## config.mk

```make
export PLATFORM = sky130hd
export DESIGN_NAME = pc_seq_top
export DESIGN_NICKNAME = d
export VERILOG_FILES = /design/src/rtl/pc_seq_pkg.sv /design/src/rtl/pc_jump_cond.sv /design/src/rtl/pc_hi_stager.sv /design/src/rtl/pc_next_sel.sv /design/src/rtl/pc_seq_top.sv
export SDC_FILE = /design/constraint.sdc
export NUM_CORES = 1
export LEC_CHECK = 0
export ABC_AREA = 1
export BUFFER_PORTS_ARGS = -buffer_cell sky130_fd_sc_hd__buf_4
export CAP_MARGIN = 30
export CELL_PAD_IN_SITES_DETAIL_PLACEMENT = 0
export CELL_PAD_IN_SITES_GLOBAL_PLACEMENT = 2
export CORE_MARGIN = 4
export CORE_UTILIZATION = 29
export DETAILED_ROUTE_END_ITERATION = 16
export PLACE_DENSITY = 0.9
export SYNTH_ARGS = -nofsm -noshare
export SYNTH_HDL_FRONTEND = slang
export SYNTH_SLANG_ARGS = --single-unit
export TNS_END_PERCENT = 1
```

## constraint.sdc

```tcl
create_clock -name clk -period 2.2 [get_ports clk]
set_input_delay 0.44 -clock clk [delete_from_list [all_inputs] [get_ports clk]]
set_output_delay 0.44 -clock clk [all_outputs]
set_load 0.03 [all_outputs]
```

## src/rtl/pc_seq_pkg.sv

```systemverilog
package pc_seq_pkg;

    localparam int OP_W = 3;

    localparam logic [OP_W-1:0] OPC_STEP     = 3'd0;
    localparam logic [OP_W-1:0] OPC_STAGE_HI = 3'd1;
    localparam logic [OP_W-1:0] OPC_LOAD_LO  = 3'd2;
    localparam logic [OP_W-1:0] OPC_JUMP_IMM = 3'd3;
    localparam logic [OP_W-1:0] OPC_JUMP_MEM = 3'd4;

    typedef enum logic {
        HI_IDLE  = 1'b0,
        HI_ARMED = 1'b1
    } hi_state_e;

    typedef struct packed {
        logic stage;
        logic load_lo;
        logic jump;
        logic from_mem;
    } op_dec_t;

    function automatic op_dec_t decode_op(input logic [OP_W-1:0] opc);
        op_dec_t d;
        d = '0;
        unique case (opc)
            OPC_STAGE_HI: d.stage   = 1'b1;
            OPC_LOAD_LO:  d.load_lo = 1'b1;
            OPC_JUMP_IMM: d.jump    = 1'b1;
            OPC_JUMP_MEM: begin
                d.jump     = 1'b1;
                d.from_mem = 1'b1;
            end
            default: d = '0;
        endcase
        return d;
    endfunction

endpackage

```

## src/rtl/pc_jump_cond.sv

```systemverilog
module pc_jump_cond (
    input  logic carry_in,
    input  logic zero_in,
    input  logic is_jump,
    output logic taken
);
    always_comb begin
        taken = is_jump && (!carry_in || zero_in);
    end

    // a jump with carry clear is always taken
    always_comb begin
        if (is_jump && !carry_in) begin
            a_nocarry_taken_r5: assert (taken);
        end
    end
endmodule

```

## src/rtl/pc_hi_stager.sv

```systemverilog
module pc_hi_stager #(
    parameter int HI_W = 8
) (
    input  logic            clk,
    input  logic            rst_n,
    input  logic            stage_req,
    input  logic            apply_req,
    input  logic [HI_W-1:0] stage_val,
    output logic            pending,
    output logic [HI_W-1:0] hi_val
);
    import pc_seq_pkg::*;

    hi_state_e       state_q, state_d;
    logic [HI_W-1:0] hold_q, hold_d;

    // next-state: T_STAGE, T_RESTAGE, T_APPLY, T_HOLD
    always_comb begin
        state_d = state_q;
        hold_d  = hold_q;
        unique case (state_q)
            HI_IDLE: begin
                if (stage_req) begin
                    state_d = HI_ARMED;
                    hold_d  = stage_val;
                end
            end
            HI_ARMED: begin
                if (stage_req) begin
                    hold_d = stage_val;
                end else if (apply_req) begin
                    state_d = HI_IDLE;
                end
            end
            default: state_d = HI_IDLE;
        endcase
    end

    always_ff @(posedge clk) begin
        if (!rst_n) begin
            state_q <= HI_IDLE;
            hold_q  <= '0;
        end else begin
            state_q <= state_d;
            hold_q  <= hold_d;
        end
    end

    always_comb begin
        pending = (state_q == HI_ARMED);
        hi_val  = hold_q;
    end

    p_stage_arms_r7: assert property (@(posedge clk) disable iff (!rst_n)
        stage_req |=> (pending && hi_val == $past(stage_val)));

    p_apply_clears_r8: assert property (@(posedge clk) disable iff (!rst_n)
        (apply_req && !stage_req) |=> !pending);

    p_idle_keeps_r9: assert property (@(posedge clk) disable iff (!rst_n)
        (!stage_req && !apply_req) |=> ($stable(pending) && $stable(hi_val)));
endmodule

```

## src/rtl/pc_next_sel.sv

```systemverilog
module pc_next_sel #(
    parameter int BYTE_W = 8,
    localparam int PC_W  = 2 * BYTE_W
) (
    input  logic [PC_W-1:0]   cur_pc,
    input  logic              load_lo,
    input  logic [BYTE_W-1:0] lo_target,
    input  logic              hi_pending,
    input  logic [BYTE_W-1:0] hi_staged,
    output logic [PC_W-1:0]   next_pc
);
    logic [BYTE_W-1:0] hi_sel;

    always_comb begin
        hi_sel = hi_pending ? hi_staged : cur_pc[PC_W-1:BYTE_W];
        if (load_lo) begin
            next_pc = {hi_sel, lo_target};
        end else begin
            next_pc = cur_pc + PC_W'(1);
        end
    end

    // no staged byte means the upper byte survives a low write
    always_comb begin
        if (load_lo && !hi_pending) begin
            a_keep_hi_r10: assert (next_pc[PC_W-1:BYTE_W] == cur_pc[PC_W-1:BYTE_W]);
        end
    end
endmodule

```

## src/rtl/pc_seq_top.sv

```systemverilog
module pc_seq_top #(
    parameter int BYTE_W = 8,
    localparam int PC_W  = 2 * BYTE_W
) (
    input  logic              clk,
    input  logic              rst_n,
    input  logic              adv_en,
    input  logic [2:0]        op_class,
    input  logic [BYTE_W-1:0] imm_val,
    input  logic [BYTE_W-1:0] mem_byte,
    input  logic              carry_in,
    input  logic              zero_in,
    output logic [PC_W-1:0]   fetch_addr
);
    import pc_seq_pkg::*;

    op_dec_t           dec;
    logic              jump_taken;
    logic              lo_write;
    logic              stage_fire;
    logic [BYTE_W-1:0] lo_target;
    logic              hi_pending;
    logic [BYTE_W-1:0] hi_staged;
    logic [PC_W-1:0]   pc_q, pc_d;

    always_comb begin
        dec        = decode_op(op_class);
        lo_target  = dec.from_mem ? mem_byte : imm_val;
        lo_write   = adv_en && (dec.load_lo || jump_taken);
        stage_fire = adv_en && dec.stage;
    end

    pc_jump_cond u_cond (
        .carry_in (carry_in),
        .zero_in  (zero_in),
        .is_jump  (dec.jump),
        .taken    (jump_taken)
    );

    pc_hi_stager #(.HI_W(BYTE_W)) u_stager (
        .clk       (clk),
        .rst_n     (rst_n),
        .stage_req (stage_fire),
        .apply_req (lo_write),
        .stage_val (imm_val),
        .pending   (hi_pending),
        .hi_val    (hi_staged)
    );

    pc_next_sel #(.BYTE_W(BYTE_W)) u_next (
        .cur_pc     (pc_q),
        .load_lo    (lo_write),
        .lo_target  (lo_target),
        .hi_pending (hi_pending),
        .hi_staged  (hi_staged),
        .next_pc    (pc_d)
    );

    always_ff @(posedge clk) begin
        if (!rst_n) begin
            pc_q <= '0;
        end else if (adv_en) begin
            pc_q <= pc_d;
        end
    end

    assign fetch_addr = pc_q;

    p_step_inc_r2: assert property (@(posedge clk) disable iff (!rst_n)
        (adv_en && !lo_write) |=> fetch_addr == $past(fetch_addr) + PC_W'(1));

    p_hold_r3: assert property (@(posedge clk) disable iff (!rst_n)
        !adv_en |=> $stable(fetch_addr));

    p_load_low_r4: assert property (@(posedge clk) disable iff (!rst_n)
        (adv_en && op_class == OPC_LOAD_LO) |=> fetch_addr[BYTE_W-1:0] == $past(imm_val));

    p_mem_jump_r6: assert property (@(posedge clk) disable iff (!rst_n)
        (adv_en && op_class == OPC_JUMP_MEM && (!carry_in || zero_in))
            |=> fetch_addr[BYTE_W-1:0] == $past(mem_byte));

    p_apply_hi_r8: assert property (@(posedge clk) disable iff (!rst_n)
        (lo_write && hi_pending) |=> fetch_addr[PC_W-1:BYTE_W] == $past(hi_staged));
endmodule

```

==> results of run 1 <==
==> power by group <==
part	switching, mW	internal, mW	total (mW)	leakage, nW
Combinational	0.178	0.111	0.289	0.819
Clock	0.146	0.129	0.275	0.0228
Sequential	0.0311	0.479	0.510	0.205
Total	0.355	0.719	1.07	1.05
==> cell type report <==
class / count / area (sq um)
Clock buffer: 4 / 45.04
Fill cell: 653 / 3532
Inverter: 35 / 136.4
Multi-Input combinational cell: 227 / 1045
Sequential cell: 25 / 500.5
Tap cell: 72 / 90.09
Timing Repair Buffer: 39 / 292.8
==> sequential cells by signal, summed over array words and instances, names as in the netlist <==
register          cells
u_stager.hi_val       8
u_stager.pending      1
fetch_addr           16
==> cell families after synthesis <==
kind of cell    count (synthesis)  share of synthesized area
compound gates                 24                    0.07365
fa+ha+maj                       1                   0.007219
simple gates                  201                     0.5170
xor+xnor                        1                   0.005055
buf+inv                        41                     0.1083
flops                          25                     0.2888
==> per-layer routing <==
metal  global-route usage  wire, um  vias up
met1               0.1950      2566      766
met5                    0         0        -
met4              0.02158        23        0
li1                     -         -      991
met3              0.02136       237        2
met2               0.2168      2015       45
==> cell usage in the layout (no fill, tap or decap) <==
cell / instances
a21oi_1: 10
nand3_2: 3
o21ai_0: 12
inv_2: 1
nand2_8: 1
nand3_4: 2
buf_4: 39
a21oi_2: 1
nor2_4: 1
nand3_1: 38
nand4_1: 2
ha_1: 1
nand2_4: 2
dfxtp_1: 25
clkinv_1: 1
nand2_1: 97
o21ai_2: 1
inv_1: 32
clkbuf_1: 1
clkinv_4: 1
nor2_1: 54
clkbuf_8: 3
xor2_1: 1
nand3b_1: 1
==> final timing paths <==
path / slack (ps) / depth (start not counted) / end / start
max: 640 / 10 / fetch_addr[12] / fetch_addr[1]
min: 440 / 3 / u_stager.hi_val[5] / imm_val[5]
max reg2reg: 640 / 10 / fetch_addr[12] / fetch_addr[1]
min reg2reg: 470 / 2 / u_stager.hi_val[7] / u_stager.hi_val[7]
==> stage by stage <==
| stage | hold WS (ps) | setup WS [ps] | power, mW | cell area (sq um) | instances |
|---|---|---|---|---|---|
| 5_1_grt | 454.5 | 479.5 | 1.147 | 2110 | 402 |
| 3_3_place_gp | 448.5 | 572.7 | 0.8132 | 2064 | 398 |
| 2_1_floorplan | 429.4 | 620.6 | 0.7078 | 1733 | 293 |
| 4_1_cts | 435.9 | 652.8 | 1.090 | 2110 | 402 |
| 6_report | 435.7 | 643.5 | 1.074 | 2110 | 402 |
| 3_5_place_dp | 452.6 | 563.4 | 0.8131 | 2064 | 398 |
==> critical path, cell delays in order (launching register included) <==
cell and delay, ps:
dfxtp_1 400, ha_1 210, nand3_1 140, inv_1 110, nand2_1 110, inv_1 160, nand3_1 90, nand2_1 70
nor2_1 40, nor2_1 90, nor2_1 40
==> results.yml, run 1 <==
global_route:
  overflow: 0
  grt_pass1_wl_mm: 8.169
  grt_max_degree: 23
  antenna_found_initial: 0
  grt_pass1_vias: 1784
  gr-usage-all-layers: 0.1359
outcome:
  status: "completed"
clocking:
  cts_root_buf: "clkbuf_8"
  htree_levels: 1
  clock_sinks: 25
  clk_latency_ps: 260
  postCtsHoldBufs: 0
  cts_max_path_buffers: 2
  post_cts_buffers: 0
  cts_resized: 0
  cts_tree: "built"
  path_clk_slew_ps: 90
  cts_made_buffers: 3
synth:
  synth_area_sq_um: 1733
  synth_async_sr_flop_share: 0
  synth-seq-cells: 25
  synth_commonest_cells: "nand2_1 (97), nor2_1 (54), nand3_1 (38), inv_1 (32), dfxtp_1 (25)"
  ys_types: 26
  syn_avg_cell_area_sq_um: 5.914
  synth_top_cell_by_area: "dfxtp_1"
  synth_top_cell_area_share: 0.2888
  yosysSeqAreaShare: 0.2888
  yosysWarningCount: 0
  syn_inst: 293
  synth_fp_nets: 318
  ys.flop_type: "dfxtp_1"
  synthTopCellsByArea: "dfxtp_1 (29%), nand2_1 (21%), nor2_1 (12%), nand3_1 (11%), inv_1 (6.9%)"
  yosysMostFrequentCell: "nand2_1"
  synth_edf_count: 0
power:
  ir_drop_uv: 203.5
  p_per_area_nw_per_um2: 509.2
  power_leakage_nw: 1.047
die:
  dieArea_sq_um: 7276
  row_count: 27
  initial_utilization: 0.3072
  coreArea_sq_um: 5642
  dieHeight_um: 85.30
  io_pins: 40
  die_width_um: 85.30
place:
  port_buffers: 39
  gp_congestion: 0.8065
  dp_hpwl_mm: 3.824
detailed_routing:
  firstDrtPassIters: 4
  routedWlPerCell_um: 12.05
  via_per_inst: 4.488
  wl_mm: 4.843
  drt-initial-drc-count: 97
  dr_total_vias: 1804
  drc_errors: 0
  ant_nets: 0
worst_hold_path:
  hold_class: "in2reg"
worst_setup_path:
  crit_required_ps: 2370
  crit_type: "reg2reg"
  critPathLaunchType: "flip-flop"
  worstPathMaxFanout: 5
  cp.arrival_ps: 1730
  crit_path_end_kind: "flip-flop"
cells_and_area:
  syn_to_final_growth_pct: 21.73
  drive_gt1_frac: 0.1667
  fin_util: 0.3739
  diodes: 0
  nNetsFinal: 356
sta:
  slew-limit-headroom: 0.7516
  tns_ps: 0
  min_period_ps: 1556
  clock.fmax_mhz: 642.5
  period_share: 0.7075
  rsz0062_at_grt: "false"
  worstMarginPinSlew_ps: 371.6
  fin_skew_ps: 2.544
  setup_violations: 0
  hold_viol_final: 0
  drv_slew: 0
job:
  drv_cap: 0
Power figures use the tool's default switching activity.
==> run 2: changes to the inputs <==
--- a/config.mk
+++ b/config.mk
@@ -5,15 +5,15 @@
 export SDC_FILE = /design/constraint.sdc
 export NUM_CORES = 1
 export LEC_CHECK = 0
-export ABC_AREA = 1
+export ABC_AREA = 0
 export BUFFER_PORTS_ARGS = -buffer_cell sky130_fd_sc_hd__buf_4
 export CAP_MARGIN = 30
 export CELL_PAD_IN_SITES_DETAIL_PLACEMENT = 0
 export CELL_PAD_IN_SITES_GLOBAL_PLACEMENT = 2
 export CORE_MARGIN = 4
-export CORE_UTILIZATION = 29
+export CORE_UTILIZATION = 27
 export DETAILED_ROUTE_END_ITERATION = 16
-export PLACE_DENSITY = 0.9
+export PLACE_DENSITY = 0.81
 export SYNTH_ARGS = -nofsm -noshare
 export SYNTH_HDL_FRONTEND = slang
 export SYNTH_SLANG_ARGS = --single-unit
==> constraint.sdc (replaced) <==
create_clock -name clk -period 1.36 [get_ports clk]
set_input_delay 0.272 -clock clk [delete_from_list [all_inputs] [get_ports clk]]
set_output_delay 0.272 -clock clk [all_outputs]
set_load 0.03 [all_outputs]
==> results.yml, run 2 <==
clocking:
  cts_tree: "built"
  path_clk_slew_ps: 110
  htree_levels: 1
  clk_latency_ps: 290
  cts_root_buf: "clkbuf_8"
  clock_sinks: 25
  cts_max_path_buffers: 2
  cts_made_buffers: 3
  postCtsHoldBufs: 0
synth:
  ys_types: 49
  ys.flop_type: "dfxtp_1"
  synth_fp_nets: 217
  synth_top_cell_area_share: 0.3228
  synth_area_sq_um: 1550
  synth_commonest_cells: "nand2_1 (28), dfxtp_1 (25), a21oi_1 (14), mux2i_1 (13), o21ai_0 (11)"
  synth_async_sr_flop_share: 0
  synthTopCellsByArea: "dfxtp_1 (32%), mux2i_1 (8.4%), nand2_1 (6.8%), a21oi_1 (4.5%), o21ai_0 (3.6%)"
  syn_inst: 192
  yosysWarningCount: 0
  synth-seq-cells: 25
  yosysSeqAreaShare: 0.3228
  synth_top_cell_by_area: "dfxtp_1"
  syn_avg_cell_area_sq_um: 8.074
  synth_edf_count: 0
  yosysMostFrequentCell: "nand2_1"
sta:
  fin_skew_ps: 10.52
  period_share: 1.050
  min_period_ps: 1428
  clock.fmax_mhz: 700.3
  hold_viol_final: 0
  worstMarginPinSlew_ps: 318.4
  drv_slew: 0
  setup_slack_ps: -67.93
  tns_ps: -562.9
  rsz0062_at_grt: "true"
  setup_violations: 13
  slew-limit-headroom: 0.7871
power:
  pwr-share-clk: 0.290
  intPower_mw: 1.201
  comb_power_share: 0.258
  ir_drop_uv: 376.3
  switching_share: 0.3042
  p_per_area_nw_per_um2: 717.8
  power_leakage_nw: 1.091
  p_seq_frac: 0.452
  power_mw: 1.726
  p_sw_uw: 525.1
worst_setup_path:
  worst-r2r-setup-slack_ps: -60
  crit_required_ps: 1550
  cp.arrival_ps: 1620
  crit_buf_inv: 2
  cp_slowest_stage_delay_ps: 400
  critPathLaunchType: "input port"
  cpMaxStageDelayCell: "or3b_4"
  worstPathMaxFanout: 15
  crit_type: "in2reg"
  path_cells: "buf_6, or3b_4, a21oi_4, o21ai_4, buf_12, a21boi_1, o221a_2"
  crit_path_end_kind: "flip-flop"
  crit_family: "compound AO/OA/AOI/OAI gates"
cells_and_area:
  final_common_cell: "buf_4"
  syn_to_final_growth_pct: 55.13
  largest_register_ffs: 16
  fin_util: 0.4341
  stdcell_count: 343
  nNetsFinal: 297
  fill_cells: 585
  multi_input_area_sq_um: 1064
  register_area_sq_um: 513.0
  final_cell_mix: "buf_4 (82), nand2_1 (27), dfxtp_1 (19)"
  drive_gt1_frac: 0.4576
  diodes: 0
job:
  drv_cap: 0
die:
  coreArea_sq_um: 5540
  io_pins: 40
  dieHeight_um: 83.78
  row_count: 27
  dieArea_sq_um: 7018
  initial_utilization: 0.2798
  die_width_um: 83.78
global_route:
  grt_pass1_wl_mm: 8.183
  grt_pass1_vias: 1655
  gr-usage-all-layers: 0.1428
  grt_max_degree: 17
  antenna_found_initial: 0
  overflow: 0
place:
  post-place-ws_ps: -559.5
  dp_hpwl_mm: 4.003
  gp_congestion: 0.7785
  dpl.cell_count: 338
  port_buffers: 39
outcome:
  status: "complete, but fails checks"
  violations: "negative setup slack"
detailed_routing:
  routedWlPerCell_um: 14.90
  firstDrtPassIters: 4
  drc_errors: 0
  wl_mm: 5.111
  via_per_inst: 5.015
  ant_nets: 0
  drt-initial-drc-count: 100
  dr_total_vias: 1720
worst_hold_path:
  hold_class: "in2reg"
run 2: cell types whose count changed after synthesis, sizes merged, moves of 7 or more:
cell / before / now
mux2i: 0 / 13
and3: 0 / 7
nand3: 43 / 9
inv: 33 / 2
nand2: 100 / 28
clkbuf: 1 / 8
nor2: 55 / 10
run 2: layout make-up:
type                    instances  share of cell area
clock buffers                   3             0.01717
well taps                      72             0.03746
flip-flops and latches         25              0.2133
multi-input cells             153              0.4422
inverters                       2            0.003122
repair buffers                 87              0.2830
clock inverters                 1            0.003642
run 2: kinds of logic after synthesis:
family	after synthesis	share of synthesized area
adder cells (fa/ha/maj)	1	0.008070
multiplexers	17	0.1130
buffers and inverters	14	0.04601
flip-flops	25	0.3228
AO/OA/AOI/OAI	54	0.2397
AND/OR/NAND/NOR	81	0.2704
run 2: worst paths after layout:
check | start | depth (start not counted) | endpoint
setup / recovery | op_class[0] | 7 | fetch_addr[13]
hold / removal | imm_val[7] | 3 | u_stager.hi_val[7]
setup reg to reg | fetch_addr[0] | 5 | fetch_addr[15]
hold reg to reg | u_stager.hi_val[6] | 2 | u_stager.hi_val[6]
run 2: power by group through the flow:
| stage | clock network, mW | registers, mW | logic [mW] |
|---|---|---|---|
| after floorplan | 0 | 0.822 | 0.177 |
| after global placement | 0 | 0.789 | 0.417 |
| after detailed placement | 0 | 0.790 | 0.419 |
| after CTS | 0.514 | 0.776 | 0.441 |
| after global routing | 0.551 | 0.783 | 0.481 |
| final | 0.501 | 0.779 | 0.446 |
run 2: worst reg2reg max path, delay by kind of cell, from the launching register on:
| kind | cells | cell delay (ps) |
|---|---|---|
| flip-flops | 1 | 390 |
| AND/OR/NAND/NOR | 5 | 970 |
run 2: layer usage:
metal	vias up	track usage	part of all wire
li1	874	-	-
met1	804	0.2086	0.51
met2	37	0.2191	0.44
met3	5	0.01777	0.032
met4	0	0.03947	0.012
met5	-	0	0
run 2: repair_timing:
action,CTS,global route
endpoints found under the hold margin,0,0
buffers inserted,1,0
setup endpoints to repair,17,17
pin swaps,9,7
resized for setup,24,13
run 2: through the flow:
stage / instance area (sq um) / hold WS [ps]
final: 2405 / 227.9
after global routing: 2405 / 223.6
after CTS: 2360 / 222.7
after detailed placement: 2248 / 471.2
after global placement: 2248 / 456.0
after floorplan: 1568 / 408.0
